<file path="config.mk">
export PLATFORM = sky130hd
export DESIGN_NAME = pt_walker
export DESIGN_NICKNAME = d
export VERILOG_FILES = /design/src/rtl/pt_walk_pkg.sv /design/src/rtl/pt_idx_sel.sv /design/src/rtl/pt_entry_clean.sv /design/src/rtl/pt_fetch_addr.sv /design/src/rtl/pt_walker.sv
export SDC_FILE = /design/constraint.sdc
export NUM_CORES = 1
export LEC_CHECK = 0
export BUFFER_PORTS_ARGS = -buffer_cell sky130_fd_sc_hd__buf_2
export CORE_MARGIN = 5
export CORE_UTILIZATION = 57
export DETAILED_ROUTE_END_ITERATION = 7
export PLACE_DENSITY = 0.86
export SYNTH_ARGS = -nofsm -noshare
export SYNTH_HDL_FRONTEND = slang
export SYNTH_HIERARCHICAL = 1
export SYNTH_SLANG_ARGS = --single-unit
</file>
<file path="constraint.sdc">
create_clock -name clk -period 7.65 [get_ports clk]
set_input_delay 0.3825 -clock clk [delete_from_list [all_inputs] [get_ports clk]]
set_output_delay 0.3825 -clock clk [all_outputs]
set_load 0.01 [all_outputs]
</file>
<file path="src/rtl/pt_walk_pkg.sv">
package pt_walk_pkg;
   typedef enum logic [1:0] {
      WK_IDLE  = 2'd0,
      WK_ISSUE = 2'd1,
      WK_WAIT  = 2'd2
   } walk_state_e;

   localparam int ENT_PRESENT_BIT = 0;
   localparam int ENT_PSIZE_BIT   = 7;
endpackage

</file>
<file path="src/rtl/pt_idx_sel.sv">
module pt_idx_sel #(
   parameter int VPN_W  = 36,
   parameter int IDX_W  = 9,
   parameter int LEVELS = 4,
   parameter int LVL_W  = 2
) (
   input  logic [VPN_W-1:0] vpn,
   input  logic [LVL_W-1:0] lvl,
   output logic [IDX_W-1:0] idx
);
   logic [IDX_W-1:0] slice [LEVELS];

   for (genvar l = 0; l < LEVELS; l++) begin : g_slice
      assign slice[l] = vpn[l*IDX_W +: IDX_W];
   end

   always_comb begin
      idx = '0;
      for (int l = 0; l < LEVELS; l++) begin
         if (lvl == LVL_W'(l)) idx = slice[l];
      end
   end
endmodule

</file>
<file path="src/rtl/pt_entry_clean.sv">
module pt_entry_clean #(
   parameter int ADDR_W     = 64,
   parameter int PAGE_SHIFT = 12,
   parameter int SW_LO      = 52,
   parameter int SW_HI      = 62,
   parameter int NX_BIT     = 63
) (
   input  logic [ADDR_W-1:0] entry,
   output logic [ADDR_W-1:0] base
);
   logic [ADDR_W-1:0] keep;

   for (genvar b = 0; b < ADDR_W; b++) begin : g_keep
      if (b < PAGE_SHIFT) begin : g_flag
         assign keep[b] = 1'b0;
      end else if (b >= SW_LO && b <= SW_HI) begin : g_sw
         assign keep[b] = 1'b0;
      end else if (b == NX_BIT) begin : g_nx
         assign keep[b] = 1'b0;
      end else begin : g_addr
         assign keep[b] = 1'b1;
      end
   end

   assign base = entry & keep;
endmodule

</file>
<file path="src/rtl/pt_fetch_addr.sv">
module pt_fetch_addr #(
   parameter int ADDR_W   = 64,
   parameter int IDX_W    = 9,
   parameter int ENT_LG   = 3
) (
   input  logic [ADDR_W-1:0] base,
   input  logic [IDX_W-1:0]  idx,
   input  logic [ADDR_W-1:0] a20_mask,
   output logic [ADDR_W-1:0] addr
);
   logic [ADDR_W-1:0] offs;

   assign offs = ADDR_W'(idx) << ENT_LG;
   assign addr = (base + offs) & a20_mask;
endmodule

</file>
<file path="src/rtl/pt_walker.sv">
module pt_walker
   import pt_walk_pkg::*;
#(
   parameter int VA_W       = 48,
   parameter int ADDR_W     = 64,
   parameter int IDX_W      = 9,
   parameter int PAGE_SHIFT = 12,
   parameter int LEVELS     = 4,
   parameter int ENT_LG     = 3,
   parameter int SW_LO      = 52,
   parameter int SW_HI      = 62,
   parameter int NX_BIT     = 63,
   parameter int LARGE_LVL  = 1
) (
   input  logic              clk,
   input  logic              rst_n,
   input  logic              walk_valid,
   input  logic [VA_W-1:0]   walk_va,
   input  logic [ADDR_W-1:0] root_base,
   input  logic [ADDR_W-1:0] a20_mask,
   output logic              walk_ready,
   output logic              mem_req,
   output logic [ADDR_W-1:0] mem_addr,
   input  logic              mem_rsp_valid,
   input  logic [ADDR_W-1:0] mem_rsp_data,
   output logic              done_valid,
   output logic              done_fault,
   output logic              done_large,
   output logic [ADDR_W-1:0] done_pa
);
   localparam int LVL_W       = $clog2(LEVELS);
   localparam int VPN_W       = VA_W - PAGE_SHIFT;
   localparam int LARGE_SHIFT = PAGE_SHIFT + IDX_W * LARGE_LVL;
   localparam int HUGE_LVL    = LARGE_LVL + 1;
   localparam logic [ADDR_W-1:0] PG_OFS =
      {{(ADDR_W-PAGE_SHIFT){1'b0}}, {PAGE_SHIFT{1'b1}}};
   localparam logic [ADDR_W-1:0] LG_OFS =
      {{(ADDR_W-LARGE_SHIFT){1'b0}}, {LARGE_SHIFT{1'b1}}};

   if (VPN_W != LEVELS * IDX_W) begin : g_bad_split
      $error("pt_walker: VA_W must equal PAGE_SHIFT + LEVELS*IDX_W");
   end
   if (ADDR_W < VA_W) begin : g_bad_addr
      $error("pt_walker: ADDR_W must not be narrower than VA_W");
   end
   if (LARGE_LVL < 1 || HUGE_LVL >= LEVELS) begin : g_bad_large
      $error("pt_walker: LARGE_LVL out of range");
   end
   if (NX_BIT >= ADDR_W || SW_HI >= ADDR_W || SW_LO > SW_HI) begin : g_bad_attr
      $error("pt_walker: attribute bit positions out of range");
   end

   walk_state_e       state_q;
   logic [LVL_W-1:0]  lvl_q;
   logic [VA_W-1:0]   va_q;
   logic [ADDR_W-1:0] base_q;

   logic [IDX_W-1:0]  cur_idx;
   logic [ADDR_W-1:0] root_clean;
   logic [ADDR_W-1:0] rsp_clean;
   logic [ADDR_W-1:0] va_ext;
   logic              rsp_present;
   logic              rsp_psize;

   pt_idx_sel #(
      .VPN_W (VPN_W),
      .IDX_W (IDX_W),
      .LEVELS(LEVELS),
      .LVL_W (LVL_W)
   ) u_idx (
      .vpn(va_q[VA_W-1:PAGE_SHIFT]),
      .lvl(lvl_q),
      .idx(cur_idx)
   );

   pt_entry_clean #(
      .ADDR_W    (ADDR_W),
      .PAGE_SHIFT(PAGE_SHIFT),
      .SW_LO     (SW_LO),
      .SW_HI     (SW_HI),
      .NX_BIT    (NX_BIT)
   ) u_clean_root (
      .entry(root_base),
      .base (root_clean)
   );

   pt_entry_clean #(
      .ADDR_W    (ADDR_W),
      .PAGE_SHIFT(PAGE_SHIFT),
      .SW_LO     (SW_LO),
      .SW_HI     (SW_HI),
      .NX_BIT    (NX_BIT)
   ) u_clean_rsp (
      .entry(mem_rsp_data),
      .base (rsp_clean)
   );

   pt_fetch_addr #(
      .ADDR_W(ADDR_W),
      .IDX_W (IDX_W),
      .ENT_LG(ENT_LG)
   ) u_fetch (
      .base    (base_q),
      .idx     (cur_idx),
      .a20_mask(a20_mask),
      .addr    (mem_addr)
   );

   assign rsp_present = mem_rsp_data[ENT_PRESENT_BIT];
   assign rsp_psize   = mem_rsp_data[ENT_PSIZE_BIT];
   assign va_ext      = {{(ADDR_W-VA_W){1'b0}}, va_q};
   assign walk_ready  = (state_q == WK_IDLE);
   assign mem_req     = (state_q == WK_ISSUE);

   always_ff @(posedge clk or negedge rst_n) begin
      if (!rst_n) begin
         state_q    <= WK_IDLE;
         lvl_q      <= '0;
         va_q       <= '0;
         base_q     <= '0;
         done_valid <= 1'b0;
         done_fault <= 1'b0;
         done_large <= 1'b0;
         done_pa    <= '0;
      end else begin
         done_valid <= 1'b0;
         unique case (state_q)
            WK_IDLE: begin
               if (walk_valid) begin
                  va_q    <= walk_va;
                  base_q  <= root_clean;
                  lvl_q   <= LVL_W'(LEVELS - 1);
                  state_q <= WK_ISSUE;
               end
            end
            WK_ISSUE: begin
               state_q <= WK_WAIT;
            end
            WK_WAIT: begin
               if (mem_rsp_valid) begin
                  if (!rsp_present) begin
                     done_valid <= 1'b1;
                     done_fault <= 1'b1;
                     done_large <= 1'b0;
                     done_pa    <= '0;
                     state_q    <= WK_IDLE;
                  end else if (lvl_q == LVL_W'(HUGE_LVL) && rsp_psize) begin
                     done_valid <= 1'b1;
                     done_fault <= 1'b1;
                     done_large <= 1'b0;
                     done_pa    <= '0;
                     state_q    <= WK_IDLE;
                  end else if (lvl_q == LVL_W'(LARGE_LVL) && rsp_psize) begin
                     done_valid <= 1'b1;
                     done_fault <= 1'b0;
                     done_large <= 1'b1;
                     done_pa    <= (rsp_clean & ~LG_OFS) | (va_ext & LG_OFS);
                     state_q    <= WK_IDLE;
                  end else if (lvl_q == '0) begin
                     done_valid <= 1'b1;
                     done_fault <= 1'b0;
                     done_large <= 1'b0;
                     done_pa    <= rsp_clean | (va_ext & PG_OFS);
                     state_q    <= WK_IDLE;
                  end else begin
                     base_q  <= rsp_clean;
                     lvl_q   <= lvl_q - 1'b1;
                     state_q <= WK_ISSUE;
                  end
               end
            end
            default: state_q <= WK_IDLE;
         endcase
      end
   end
endmodule

</file>
After elaboration in Yosys (flattened, before gate mapping)
Cells that the tools add are included.
{"block": "word_totals", "register_bits": 183, "in_bits": 244, "elab_cells": 76, "out_inout_bits": 133}
{"block": "classes", "bitwise_logic": 3, "reduce_logical": 9, "mux": 42, "n_addsub": 2, "n_eq_ne": 12}
{"cell": "$mux W64", "n": 10}
{"cell": "$pmux W64 S2", "n": 1}
{"cell": "$add A64 B12 Y64", "n": 1}
{"cell": "$and A64 B64 Y64", "n": 1}
{"cell": "$or A52 B12 Y52", "n": 1}
{"cell": "$or A52 B21 Y52", "n": 1}
{"cell": "$mux W9", "n": 4}
{"cell": "$mux W1", "n": 17}
{"cell": "$mux W2", "n": 8}
{"cell": "$ne A2 B2 Y1 const B", "n": 6}
{"cell": "$reduce_and A7 Y1", "n": 1}
{"cell": "$eq A2 B2 Y1 const B", "n": 3}
{"cell": "$pmux W2 S3", "n": 1}
{"cell": "$eq A2 B1 Y1 const B", "n": 2}
{"cell": "$logic_not A2 Y1", "n": 2}
{"cell": "$ne A4 B1 Y1 const B", "n": 1}
{"cell": "$pmux W2 S2", "n": 1}
{"cell": "$reduce_and A2 Y1", "n": 2}
{"cell": "$reduce_and A3 Y1", "n": 1}
{"cell": "$logic_and A1 B1 Y1", "n": 2}
{"cell": "$reduce_bool A2 Y1", "n": 1}
{"cell": "$sub A2 B1 Y2 const B", "n": 1}

Longest topological paths before layout
{"block": "logic_depth", "depth_word": 7, "mapped_depth": 11, "mapped_depth_nobuf": 8}

Cells and area by module
Netlist, hierarchy kept.
{"module": "pt_walker", "instances": 1, "cells_per_inst": 639, "area_per_inst_um2": 8354.3, "seq_area_each_um2": 4579.4}
{"module": "pt_fetch_addr", "instances": 1, "cells_per_inst": 351, "area_per_inst_um2": 2317.2, "seq_area_each_um2": 0.0}
{"module": "pt_entry_clean", "instances": 2, "cells_per_inst": 65, "area_per_inst_um2": 484.2, "seq_area_each_um2": 0.0}
{"module": "pt_idx_sel", "instances": 1, "cells_per_inst": 11, "area_per_inst_um2": 219.0, "seq_area_each_um2": 0.0}

Least setup slack after synthesis
OpenSTA, ideal clock, no wires.
{"block": "synth_path", "kind": "reg2out", "start": "register lvl_q[0]", "end": "output port mem_addr[35]", "path_stages_with_launch": 12, "slack_ps": 4180, "required_time_ps": 7267, "n_path_buf": 3, "arrival_ps": 3087, "path_cell_list": "dfrtp_1 buf_6 mux4_2 ha_1 fa_1 a211oi_1 nor3_1 buf_2 o2111ai_1 buf_2 o21ai_0 a21boi_0"}
{"block": "synth_via", "elab_chain_len": 7, "elab_cells_between_ends": 10, "cone_classes": "add/sub (1); eq/ne (3); mux (4); bitwise (1); reduce/logical (1)"}
{"item": "start, declared", "line": "pt_walker.sv:54", "text": "logic [LVL_W-1:0] lvl_q;"}
{"item": "start signal, assigned", "line": "pt_walker.sv:132", "text": "lvl_q <= LVL_W'(LEVELS - 1);"}
{"item": "start signal, assigned", "line": "pt_walker.sv:167", "text": "lvl_q <= lvl_q - 1'b1;"}
{"item": "$logic_not A2 Y1", "line": "pt_idx_sel.sv:20", "text": "if (lvl == LVL_W'(l)) idx = slice[l];"}
{"item": "$mux W9 (3 in series)", "line": "pt_idx_sel.sv:20"}
{"item": "$mux W9 *", "line": "pt_idx_sel.sv:20"}
{"item": "net cur_idx[0]", "line": "pt_walker.sv:58", "text": "logic [IDX_W-1:0] cur_idx;"}
{"item": "$add A64 B12 Y64 *", "line": "pt_fetch_addr.sv:14", "text": "assign addr = (base + offs) & a20_mask;"}
{"item": "$and A64 B64 Y64 *", "line": "pt_fetch_addr.sv:14"}
{"item": "end, declared", "line": "pt_walker.sv:23", "text": "output logic [ADDR_W-1:0] mem_addr,"}
The timed path passes the listed nets; every way through them passes the cells marked *.

Worst setup path in the final report
{"block": "layout_path", "start": "register lvl_q[0]", "end": "output port mem_addr[37]"}
Same word-level chain as after synthesis.

==> reports/metrics.csv <==
stage,metric,value,unit
run_status,outcome,finished clean,
layout,final_util,0.665,
setup_path,critPathMaxStageDelay,1070,ps
placement,place_ws,2970,ps
detailed_routing,drtIter0Drc,684,
yosys,async_reset_ff_frac,1.00,
timing,fin_setup_tns,0,ps
timing,hold_violations,0,
min_path,hp-class,input port to asynchronous set/reset pin,
timing,final_max_slew_viol_count,0,
clock_network,cts-root-buf,clkbuf_16,
clock_network,cts_setup_buffers,0,
clock_network,h-tree-depth,4,
power_and_ir_drop,p_int,3.11,mW
global_routing,grt_pass1_wl,49600,microns
global_routing,grt_pass1_vias,9195,
power_and_ir_drop,ir_drop,0.206,mV
clock_network,cts_buffers,17,
yosys,synth.yosys.seq_area_share,0.386,
detailed_routing,wl,31400,microns
yosys,yosys_warnings,6,
setup_path,timing.rr.start,lvl_q[0],
setup_path,crit_chain,"mux4_2, ha_1, fa_1, a211oi_1, nor3_2, buf_4, o2111ai_1, o21ai_0, a21boi_0, buf_2",
yosys,synthAdderAreaFrac,0.0143,
detailed_routing,post_drt_wl_per_cell,19.1,microns
die,design.core.area,20400,sq um
yosys,synth_top_cells_by_area,"dfrtp_1 (39%), mux2_2 (18%), buf_4 (8.4%)",
clock_network,post_cts_resized,0,
setup_path,startpoint,lvl_q[0],
yosys,synth_compound_area_frac,0.0838,
setup_path,cp.arrival,4880,ps
clock_network,clk_latency,430,ps
power_and_ir_drop,combPwrFrac,0.478,
yosys,ys.flop_type,dfrtp_1,
setup_path,critPathCaptureType,primary output,
setup_path,crit_slowest_cell,o2111ai_1,
placement,port-buffer-count,330,
power_and_ir_drop,power,5.30,mW
die,die_h,154,microns
yosys,synth_top_family_by_area,multiplexers,
detailed_routing,final_antenna_net_count,0,
power_and_ir_drop,p_sw,2.18,mW
yosys,synthCells,1131,
layout,drive_gt1_frac,0.436,
placement,placed_area,12900,sq um
detailed_routing,vias,9201,
yosys,avgSynthCellArea,10.5,sq um
power_and_ir_drop,p_leak,6.16,nW
clock_network,clock-sinks,183,
timing,finalCritPeriodShare,0.688,
timing,worst_pin_slew,1370,ps
yosys,ys_ff_latch,183,
setup_path,critPathMaxFanout,15,
die,dieArea,23800,sq um
setup_path,path_class,flip-flop to primary output,
die,core.rowCount,52,
timing,relSlewSlack,0.0864,
layout,fin_area,13500,sq um
global_routing,grt_overflow_total,0,
power_and_ir_drop,clockPowerShare,0.174,
clock_network,clockBufferDepth,2,
yosys,synth-simple-area-share,0.113,
timing,period_minus_slack,5260,ps
global_routing,grt_max_degree,109,
yosys,synthMuxAreaShare,0.264,
setup_path,critPathRequiredTime,7270,ps
placement,place_congestion,0.909,
timing,max_freq,190,MHz
timing,rsz0062_at_grt,no,
detailed_routing,vias_per_cell,5.60,
timing,fin_ws,2390,ps
die,ioPinCount,377,
clock_network,postCtsHoldBufs,0,
clock_network,tritoncts,yes,
yosys,synth.cell_area,11900,sq um
global_routing,antenna_found_initial,6,
timing,finalSetupViolCount,0,
die,initial_core_util,0.582,
power_and_ir_drop,swShare,0.412,
setup_path,critPathLaunchType,flip-flop,
layout,area_growth,14.2,%
yosys,yosys.area.top_type,dfrtp_1,
yosys,synth_top_area_share,0.386,
placement,dp_hpwl,23500,microns
power_and_ir_drop,seqPwrFrac,0.348,
power_and_ir_drop,powerDensity,391,nW/um^2
die,die_x,154,microns
flow_run,drv_cap,0,
layout,fill_cells,1565,
yosys,synth_edf_count,0,
detailed_routing,dr.pass1.iters,6,
clock_network,path_clk_slew,80,ps
yosys,synthDistinctLibCells,59,
yosys,synthXorXnorAreaFrac,0.0111,
timing,skew,11.8,ps
layout,num-nets-final,1612,
global_routing,grt_usage,0.259,
detailed_routing,drt_drc_violations_left,0,
## Yosys cell counts, drive strengths merged (22+ instances only)
library cell    n
o21ai          22
a21oi          30
and2           22
inv            63
dfrtp         183
mux2i          80
nand3          36
buf           164
mux2          189
a21boi         27
nand2b         26
nand2         102
## worst paths after layout
check	slack (ps)	cells after the start	to
worst max-delay path	2390	10	mem_addr[37]
worst min-delay path	20	1	va_q[4]
worst max register to register	4810	5	done_pa[17]
worst min register to register	510	1	base_q[0]
max in group asynchronous	5990	2	base_q[11]
min in group clk	180	2	va_q[39]
## sequential cells by signal, summed over array words and instances, names as in the netlist
| signal | count |
|---|---|
| base_q | 64 |
| done_fault | 1 |
| done_large | 1 |
| done_pa | 64 |
| done_valid | 1 |
| lvl_q | 2 |
| state_q | 2 |
| va_q | 48 |
## through the flow
stage / instances / hold slack (ps)
2_1_floorplan: 1177 / 86.9
3_3_place_gp: 1606 / 483
3_5_place_dp: 1606 / 492
4_1_cts: 1638 / 75.4
5_1_grt: 1643 / 90.5
6_report: 1643 / 22.4
## power groups by stage
stage	Clock [mW]	Sequential (mW)	Combinational, mW
detailed placement	0	1.85	2.50
global route	0.981	1.92	2.72
global placement	0	1.81	2.43
floorplan	0	1.79	1.75
finish	0.921	1.85	2.53
CTS	0.934	1.84	2.51
## cell usage in the layout, fill, tap and decap left out, types with 15 or more instances in the layout
cell type and count:
buf_2 329, mux2i_1 80, nand2b_1 26, dfrtp_1 183, and2_1 21, conb_1 48, nor2_1 15, a21oi_1 30
mux2_2 189, a21boi_0 19, clkbuf_16 17, inv_1 63, nand3_1 35, nand2_1 102, o21ai_0 22
## layout make-up
type                            count  area [sq um]  share of cell area
Clock inverter                     15           209              0.0154
Antenna cell                        5          12.5            0.000924
Multi-Input combinational cell    749          6000               0.443
Clock buffer                       17           425              0.0314
Timing Repair Buffer              341          1740               0.129
Tap cell                          270           338              0.0250
Sequential cell                   183          4580               0.338
Inverter                           63           236              0.0175
## routing by layer
metal	routed length (microns)	GRT usage	part of all wire
met4	893	0.0904	0.028
met3	2080	0.0411	0.066
met1	13100	0.355	0.42
met5	13	0	0.00041
met2	15300	0.420	0.49
## worst max-delay path: cells and delay by family, from the launching register on
family,cells,cell delay [ps]
adders and majority gates,2,720
AOI/OAI and AO/OA,4,1890
DFF,1,790
muxes,1,610
and+or+nand+nor,1,80
buffers and inverters,2,350
## cells by family after synthesis
logic type / after synthesis
other cells: 2
mux: 278
flops: 183
fa+ha+maj: 13
xor+xnor: 15
simple gates: 259
compound gates: 136
buf+inv: 245
(Power assumes the default switching activity.)
